--- src/rtl/cvp_pkg.sv ---
package cvp_pkg;
    localparam int unsigned CVP_LOG2   = 6;
    localparam int unsigned CVP_PERIOD = 1 << CVP_LOG2;
    localparam int unsigned CVP_LVL_W  = CVP_LOG2 + 1;
    localparam int unsigned CVP_SMP_W  = 8;

    typedef logic [CVP_LVL_W-1:0]        lvl_t;
    typedef logic signed [CVP_SMP_W-1:0] smp_t;

    // Restart request seen by the phase counter
    typedef struct packed {
        logic restart;   // reload or host data write
        logic suppress;  // any attach mode active
    } rst_req_t;

    localparam lvl_t LVL_FULL   = lvl_t'(CVP_PERIOD);
    localparam lvl_t PHASE_LAST = lvl_t'(CVP_PERIOD - 1);

    function automatic lvl_t decode_level(input lvl_t word);
        if (word[CVP_LOG2])
            return LVL_FULL;
        return {1'b0, word[CVP_LOG2-1:0]};
    endfunction
endpackage

--- src/rtl/cvp_level_store.sv ---
module cvp_level_store
    import cvp_pkg::*;
(
    input  logic clk,
    input  logic rst,
    input  logic vol_wr,
    input  lvl_t vol_word,
    input  logic reload,
    output lvl_t level_q,
    output lvl_t level_next
);
    lvl_t reg_q;

    // The latch takes the register value from before any same-cycle write
    assign level_next = reload ? reg_q : level_q;

    always_ff @(posedge clk) begin
        if (rst) begin
            reg_q   <= '0;
            level_q <= '0;
        end else begin
            if (vol_wr)
                reg_q <= decode_level(vol_word);
            level_q <= level_next;
        end
    end

    p_reg_range_r1: assert property (@(posedge clk) disable iff (rst)
        reg_q <= LVL_FULL);

    p_latch_hold_r2: assert property (@(posedge clk) disable iff (rst)
        !reload |=> $stable(level_q));

    p_latch_copy_r2: assert property (@(posedge clk) disable iff (rst)
        reload |=> level_q == $past(reg_q));
endmodule

--- src/rtl/cvp_phase_gate.sv ---
module cvp_phase_gate
    import cvp_pkg::*;
(
    input  logic     clk,
    input  logic     rst,
    input  logic     tick,
    input  rst_req_t req,
    input  lvl_t     level_q,
    input  lvl_t     level_next,
    output logic     gate
);
    lvl_t phase_q;
    lvl_t phase_inc;
    logic wrap;

    assign phase_inc = phase_q + lvl_t'(1);
    assign wrap      = tick && (phase_q == PHASE_LAST);

    always_ff @(posedge clk) begin
        if (rst) begin
            phase_q <= '0;
            gate    <= 1'b0;
        end else if (req.restart || wrap) begin
            phase_q <= '0;
            gate    <= (level_next != '0) && !req.suppress;
        end else if (tick) begin
            phase_q <= phase_inc;
            if (phase_inc == level_q)
                gate <= 1'b0;
        end
    end

    p_phase_range_r4: assert property (@(posedge clk) disable iff (rst)
        phase_q <= PHASE_LAST);

    p_restart_zero_r10: assert property (@(posedge clk) disable iff (rst)
        req.restart |=> phase_q == '0);

    p_gate_open_r3: assert property (@(posedge clk) disable iff (rst)
        req.restart |=> gate == ((level_q != '0) && !$past(req.suppress)));

    p_no_reopen_r4: assert property (@(posedge clk) disable iff (rst)
        (!req.restart && !wrap) |=> !$rose(gate));

    p_attach_closed_r7: assert property (@(posedge clk) disable iff (rst)
        (req.restart && req.suppress) |=> !gate);
endmodule

--- src/rtl/cvp_out_stage.sv ---
module cvp_out_stage
    import cvp_pkg::*;
(
    input  logic clk,
    input  logic rst,
    input  logic tick,
    input  logic gate,
    input  smp_t sample_in,
    output smp_t sample_out
);
    always_ff @(posedge clk) begin
        if (rst)
            sample_out <= '0;
        else if (tick)
            sample_out <= gate ? sample_in : '0;
    end

    p_out_zero_r8: assert property (@(posedge clk) disable iff (rst)
        (tick && !gate) |=> sample_out == '0);

    p_out_hold_r8: assert property (@(posedge clk) disable iff (rst)
        !tick |=> $stable(sample_out));
endmodule

--- src/rtl/chan_vol_pwm.sv ---
module chan_vol_pwm
    import cvp_pkg::*;
(
    input  logic       clk,
    input  logic       rst,
    input  logic       vol_wr,
    input  logic [6:0] vol_word,
    input  logic       reload,
    input  logic       host_data_wr,
    input  logic       attach_period,
    input  logic       attach_volume,
    input  logic       tick,
    input  logic [7:0] sample_in,
    output logic       gate,
    output logic [7:0] sample_out
);
    lvl_t     level_q;
    lvl_t     level_next;
    rst_req_t req;
    smp_t     smp_q;

    assign req.restart  = reload || host_data_wr;
    assign req.suppress = attach_period || attach_volume;

    cvp_level_store u_store (
        .clk        (clk),
        .rst        (rst),
        .vol_wr     (vol_wr),
        .vol_word   (lvl_t'(vol_word)),
        .reload     (reload),
        .level_q    (level_q),
        .level_next (level_next)
    );

    cvp_phase_gate u_phase (
        .clk        (clk),
        .rst        (rst),
        .tick       (tick),
        .req        (req),
        .level_q    (level_q),
        .level_next (level_next),
        .gate       (gate)
    );

    cvp_out_stage u_out (
        .clk        (clk),
        .rst        (rst),
        .tick       (tick),
        .gate       (gate),
        .sample_in  (smp_t'(sample_in)),
        .sample_out (smp_q)
    );

    assign sample_out = smp_q;

    p_reset_quiet_r9: assert property (@(posedge clk)
        rst |=> (!gate && sample_out == 8'd0));
endmodule

--- config.mk ---
export PLATFORM = sky130hd
export DESIGN_NAME = chan_vol_pwm
export DESIGN_NICKNAME = d
export VERILOG_FILES = /design/src/rtl/cvp_pkg.sv /design/src/rtl/cvp_level_store.sv /design/src/rtl/cvp_phase_gate.sv /design/src/rtl/cvp_out_stage.sv /design/src/rtl/chan_vol_pwm.sv
export SDC_FILE = /design/constraint.sdc
export NUM_CORES = 1
export LEC_CHECK = 0
export ABC_AREA = 1
export BUFFER_PORTS_ARGS = -buffer_cell sky130_fd_sc_hd__buf_2
export CAP_MARGIN = 20
export CORE_ASPECT_RATIO = 0.7
export CORE_UTILIZATION = 50
export CTS_BUF_LIST = sky130_fd_sc_hd__clkbuf_4
export DETAILED_ROUTE_END_ITERATION = 8
export PLACE_DENSITY = 0.86
export SKIP_CTS_REPAIR_TIMING = 1
export SLEW_MARGIN = 20
export SYNTH_ARGS = -nofsm -noshare
export SYNTH_HDL_FRONTEND = slang
export SYNTH_SLANG_ARGS = --single-unit
--- constraint.sdc ---
create_clock -name clk -period 3.7 [get_ports clk]
set_clock_uncertainty 0.15 [all_clocks]
set_input_delay 0.74 -clock clk [delete_from_list [all_inputs] [get_ports clk]]
set_output_delay 0.74 -clock clk [all_outputs]
set_load 0.01 [all_outputs]
==> metrics.txt <==
# TYPE chip_impl_metric gauge
chip_impl_metric{name="dp_worst_setup_slack",unit="ns"} 1.53
chip_impl_metric{name="reg2reg_depth",unit=""} 10
chip_impl_metric{name="worstSkewPairLatency",unit="ns"} 0.32
chip_impl_info{name="tritoncts",value="built"} 1
chip_impl_metric{name="report.final.hold_viol_count",unit=""} 0
chip_impl_metric{name="final_layout_size_suffix_gt1_share",unit="%"} 19.9
chip_impl_info{name="min_path_type",value="register to register"} 1
chip_impl_metric{name="synth_edf_count",unit=""} 0
chip_impl_metric{name="netlist_instances",unit=""} 209
chip_impl_info{name="crit_path_start_kind",value="register"} 1
chip_impl_metric{name="place.gp.congestion",unit=""} 0.825
chip_impl_info{name="synth.top_cells.by_area",value="dfxtp_1 (42%), nand2_1 (15%), nand3_1 (9.7%)"} 1
chip_impl_metric{name="maxCapViolations",unit=""} 0
chip_impl_metric{name="max_slew.worst_pin.slew",unit="ns"} 0.424
chip_impl_info{name="post_synth_most_frequent_cells",value="nand2_1 (57), dfxtp_1 (30), nand3_1 (28)"} 1
chip_impl_metric{name="number_of_global_route_vias_before_repair",unit=""} 1162
chip_impl_metric{name="rows",unit=""} 15
chip_impl_metric{name="postSynth.asyncResetShare",unit="%"} 0
chip_impl_metric{name="num-nets-final",unit=""} 261
chip_impl_metric{name="clkSlewWorstSetupHoldPaths",unit="ns"} 0.08
chip_impl_info{name="worstSetupStartpoint",value="u_phase.gate"} 1
chip_impl_info{name="hold-path-endpoint",value="u_out.sample_out[7]"} 1
chip_impl_metric{name="grt_first_pass_wirelength",unit="microns"} 5140
chip_impl_metric{name="clock.fmax",unit="MHz"} 521
chip_impl_metric{name="tritoncts_num_sinks",unit=""} 30
chip_impl_metric{name="area_delta_synth_final",unit="%"} 12.4
chip_impl_metric{name="via_count",unit=""} 1341
chip_impl_metric{name="postRouteAntennaNets",unit=""} 0
chip_impl_metric{name="finalWorstSetupSlack",unit="ns"} 1.78
chip_impl_info{name="critical-path-top-delay-family",value="flip-flops"} 1
chip_impl_metric{name="finalMaxSlewViolations",unit=""} 0
chip_impl_metric{name="worst-r2r-setup-slack",unit="ns"} 1.81
chip_impl_metric{name="detail_route.iter0.violations",unit=""} 124
chip_impl_metric{name="post_drt_wl_per_cell",unit="microns"} 11.0
chip_impl_info{name="synth.largest_area_cell",value="dfxtp_1"} 1
chip_impl_metric{name="p_per_area",unit="nW/um^2"} 345
chip_impl_metric{name="layoutNonFillerInstCount",unit=""} 270
chip_impl_metric{name="dp_hpwl",unit="microns"} 2240
chip_impl_metric{name="n_antenna_cell",unit=""} 0
chip_impl_metric{name="maximum_number_of_pins_on_one_net_before_global_route_repair",unit=""} 25
chip_impl_metric{name="cp_data_arrival_time",unit="ns"} 1.03
chip_impl_metric{name="critical_path_buf_inv_count",unit=""} 1
chip_impl_metric{name="synth-seq-cells",unit=""} 30
chip_impl_metric{name="clock_tree.buffer_depth",unit=""} 2
chip_impl_metric{name="post_drt_via_cell_ratio",unit=""} 4.97
chip_impl_info{name="hold_path_startpoint",value="u_out.sample_out[7]"} 1
chip_impl_metric{name="start_util",unit="%"} 55.7
chip_impl_info{name="timing.rr.start",value="u_phase.phase_q[0]"} 1
chip_impl_metric{name="final.hold.worst_slack",unit="ns"} 0.316
chip_impl_info{name="crit_path_top_delay_cell",value="dfxtp_1"} 1
chip_impl_metric{name="drt_pass1_iterations",unit=""} 4
chip_impl_metric{name="synthesis.yosys.warnings",unit=""} 0
chip_impl_info{name="yosysMostFrequentCell",value="nand2_1"} 1
chip_impl_metric{name="yosysSeqAreaShare",unit="%"} 41.7
chip_impl_metric{name="cts.htree.levels",unit=""} 2
chip_impl_metric{name="placed_cells",unit=""} 264
chip_impl_metric{name="syn_avg_cell_area",unit="sq um"} 6.90
chip_impl_metric{name="design_power_total",unit="mW"} 0.560
chip_impl_info{name="grt_setup_unrepaired",value="no"} 1
chip_impl_metric{name="buffer_ports.inserted",unit=""} 31
chip_impl_metric{name="die_width",unit="microns"} 66.2
chip_impl_metric{name="p_leak",unit="nW"} 0.657
chip_impl_metric{name="floorplan.die_area",unit="sq um"} 3100
chip_impl_info{name="crit_path_cell_trace",value="buf_2"} 1
chip_impl_info{name="criticalPathCategory",value="register to primary output"} 1
chip_impl_metric{name="proportion_of_netlist_area_held_by_the_largest_area_contributor",unit="%"} 41.7
chip_impl_metric{name="worst_ep_required_time",unit="ns"} 2.81
chip_impl_metric{name="totalNegativeSetupSlack",unit="ns"} 0
chip_impl_metric{name="setup_viol",unit=""} 0
chip_impl_info{name="yosys_most_used_dff",value="dfxtp_1"} 1
chip_impl_metric{name="synth.distinct_cells",unit=""} 26
chip_impl_metric{name="ioPinCount",unit=""} 32
chip_impl_metric{name="grt.overflow.total",unit=""} 0
chip_impl_metric{name="max_stage_delay",unit="ns"} 0.51
chip_impl_metric{name="routed_wirelength",unit="microns"} 2970
chip_impl_info{name="crit-reg2reg-capture",value="u_phase.gate"} 1
chip_impl_metric{name="final_min_period_over_clock_period",unit="%"} 51.9
chip_impl_info{name="type_of_destination_of_the_critical_path",value="primary output"} 1
chip_impl_metric{name="worstHoldPathCells",unit=""} 2
chip_impl_metric{name="relSlewSlack",unit="%"} 71.7
chip_impl_metric{name="layout_min_cycle_time",unit="ns"} 1.92
chip_impl_metric{name="floorplan.core_area",unit="sq um"} 2590
chip_impl_metric{name="grt_antenna_before_repair",unit=""} 0
chip_impl_metric{name="drc_errors",unit=""} 0
chip_impl_metric{name="synth_nets",unit=""} 233
chip_impl_metric{name="num_cts_buffers",unit=""} 5
chip_impl_metric{name="worst_ir_drop_on_vdd",unit="mV"} 0.226
chip_impl_metric{name="post_synth_instance_area",unit="sq um"} 1440
chip_impl_metric{name="grtUsageTotal",unit="%"} 23.1
chip_impl_info{name="root_buffer",value="clkbuf_4"} 1
chip_impl_metric{name="critical_path_peak_fanout",unit=""} 10
chip_impl_info{name="run_status",value="finished clean"} 1
chip_impl_metric{name="die_h",unit="microns"} 46.9
chip_impl_metric{name="final.fill_count",unit=""} 244
==> worst max path at each step <==
stage	endpoint	slack, ns	depth (start not counted)
2_1_floorplan	u_phase.gate	1.87	8
3_3_place_gp	u_phase.phase_q[5]	1.57	5
3_5_place_dp	u_phase.phase_q[4]	1.53	5
4_1_cts	gate	1.78	1
5_1_grt	u_phase.gate	1.64	10
6_report	gate	1.78	1
==> layout by cell type, fill, tap and decap left out <==
master	n
clkbuf_4	5
nor2_4	1
xnor2_1	2
nand2_2	2
a21oi_1	18
or2_1	1
dfxtp_1	30
ha_1	1
nand4_1	2
inv_1	20
o21a_1	2
nor2_2	1
inv_2	1
a21oi_2	2
nand3_1	28
nand3_2	1
clkinv_1	1
o21ai_0	6
nor2_1	18
nor3_1	2
nand3b_1	1
o21ai_2	1
buf_2	31
or2_2	2
nand2_1	57
==> sequential cells by signal (all words and copies together) (netlist names) <==
register          count
u_phase.gate          1
u_phase.phase_q       7
u_store.reg_q         7
u_store.level_q       7
u_out.sample_out      8
==> cell type report <==
cell class / count / area (sq um) / share of cell area [%]
multi-input cells: 148 / 702 / 43.3
flip-flops and latches: 30 / 601 / 37.1
well taps: 34 / 42.5 / 2.63
inverters: 21 / 78.8 / 4.86
clock inverters: 1 / 3.75 / 0.232
repair buffers: 31 / 155 / 9.58
clock buffers: 5 / 37.5 / 2.32
==> stage by stage <==
step | util [%] | area, sq um
finish | 62.6 | 1620
global route | 62.6 | 1620
CTS | 62.6 | 1620
detailed placement | 61.0 | 1580
global placement | 61.0 | 1580
floorplan | - | 1440
==> cell families after synthesis <==
| kind of cell | Yosys count | synth area share, % |
|---|---|---|
| and+or+nand+nor | 116 | 35.4 |
| buffers and inverters | 31 | 9.63 |
| DFF | 30 | 41.7 |
| AOI/OAI and AO/OA | 29 | 11.2 |
| xor gates and xnor gates | 2 | 1.22 |
| adders and majority gates | 1 | 0.868 |
==> layer usage <==
metal	vias up	global-route usage [%]	wire length [microns]
li1	725	-	-
met1	562	33.7	1550
met2	48	31.4	1140
met3	6	6.80	243
met4	0	10.2	38
met5	-	0	0
==> report_power, final <==
group          total, mW  switching [mW]  internal [mW]
combinational     0.0576          0.0340         0.0236
sequential         0.339         0.00690          0.332
clock              0.164          0.0989         0.0647
total              0.560           0.140          0.420
(Power assumes the default switching activity.)
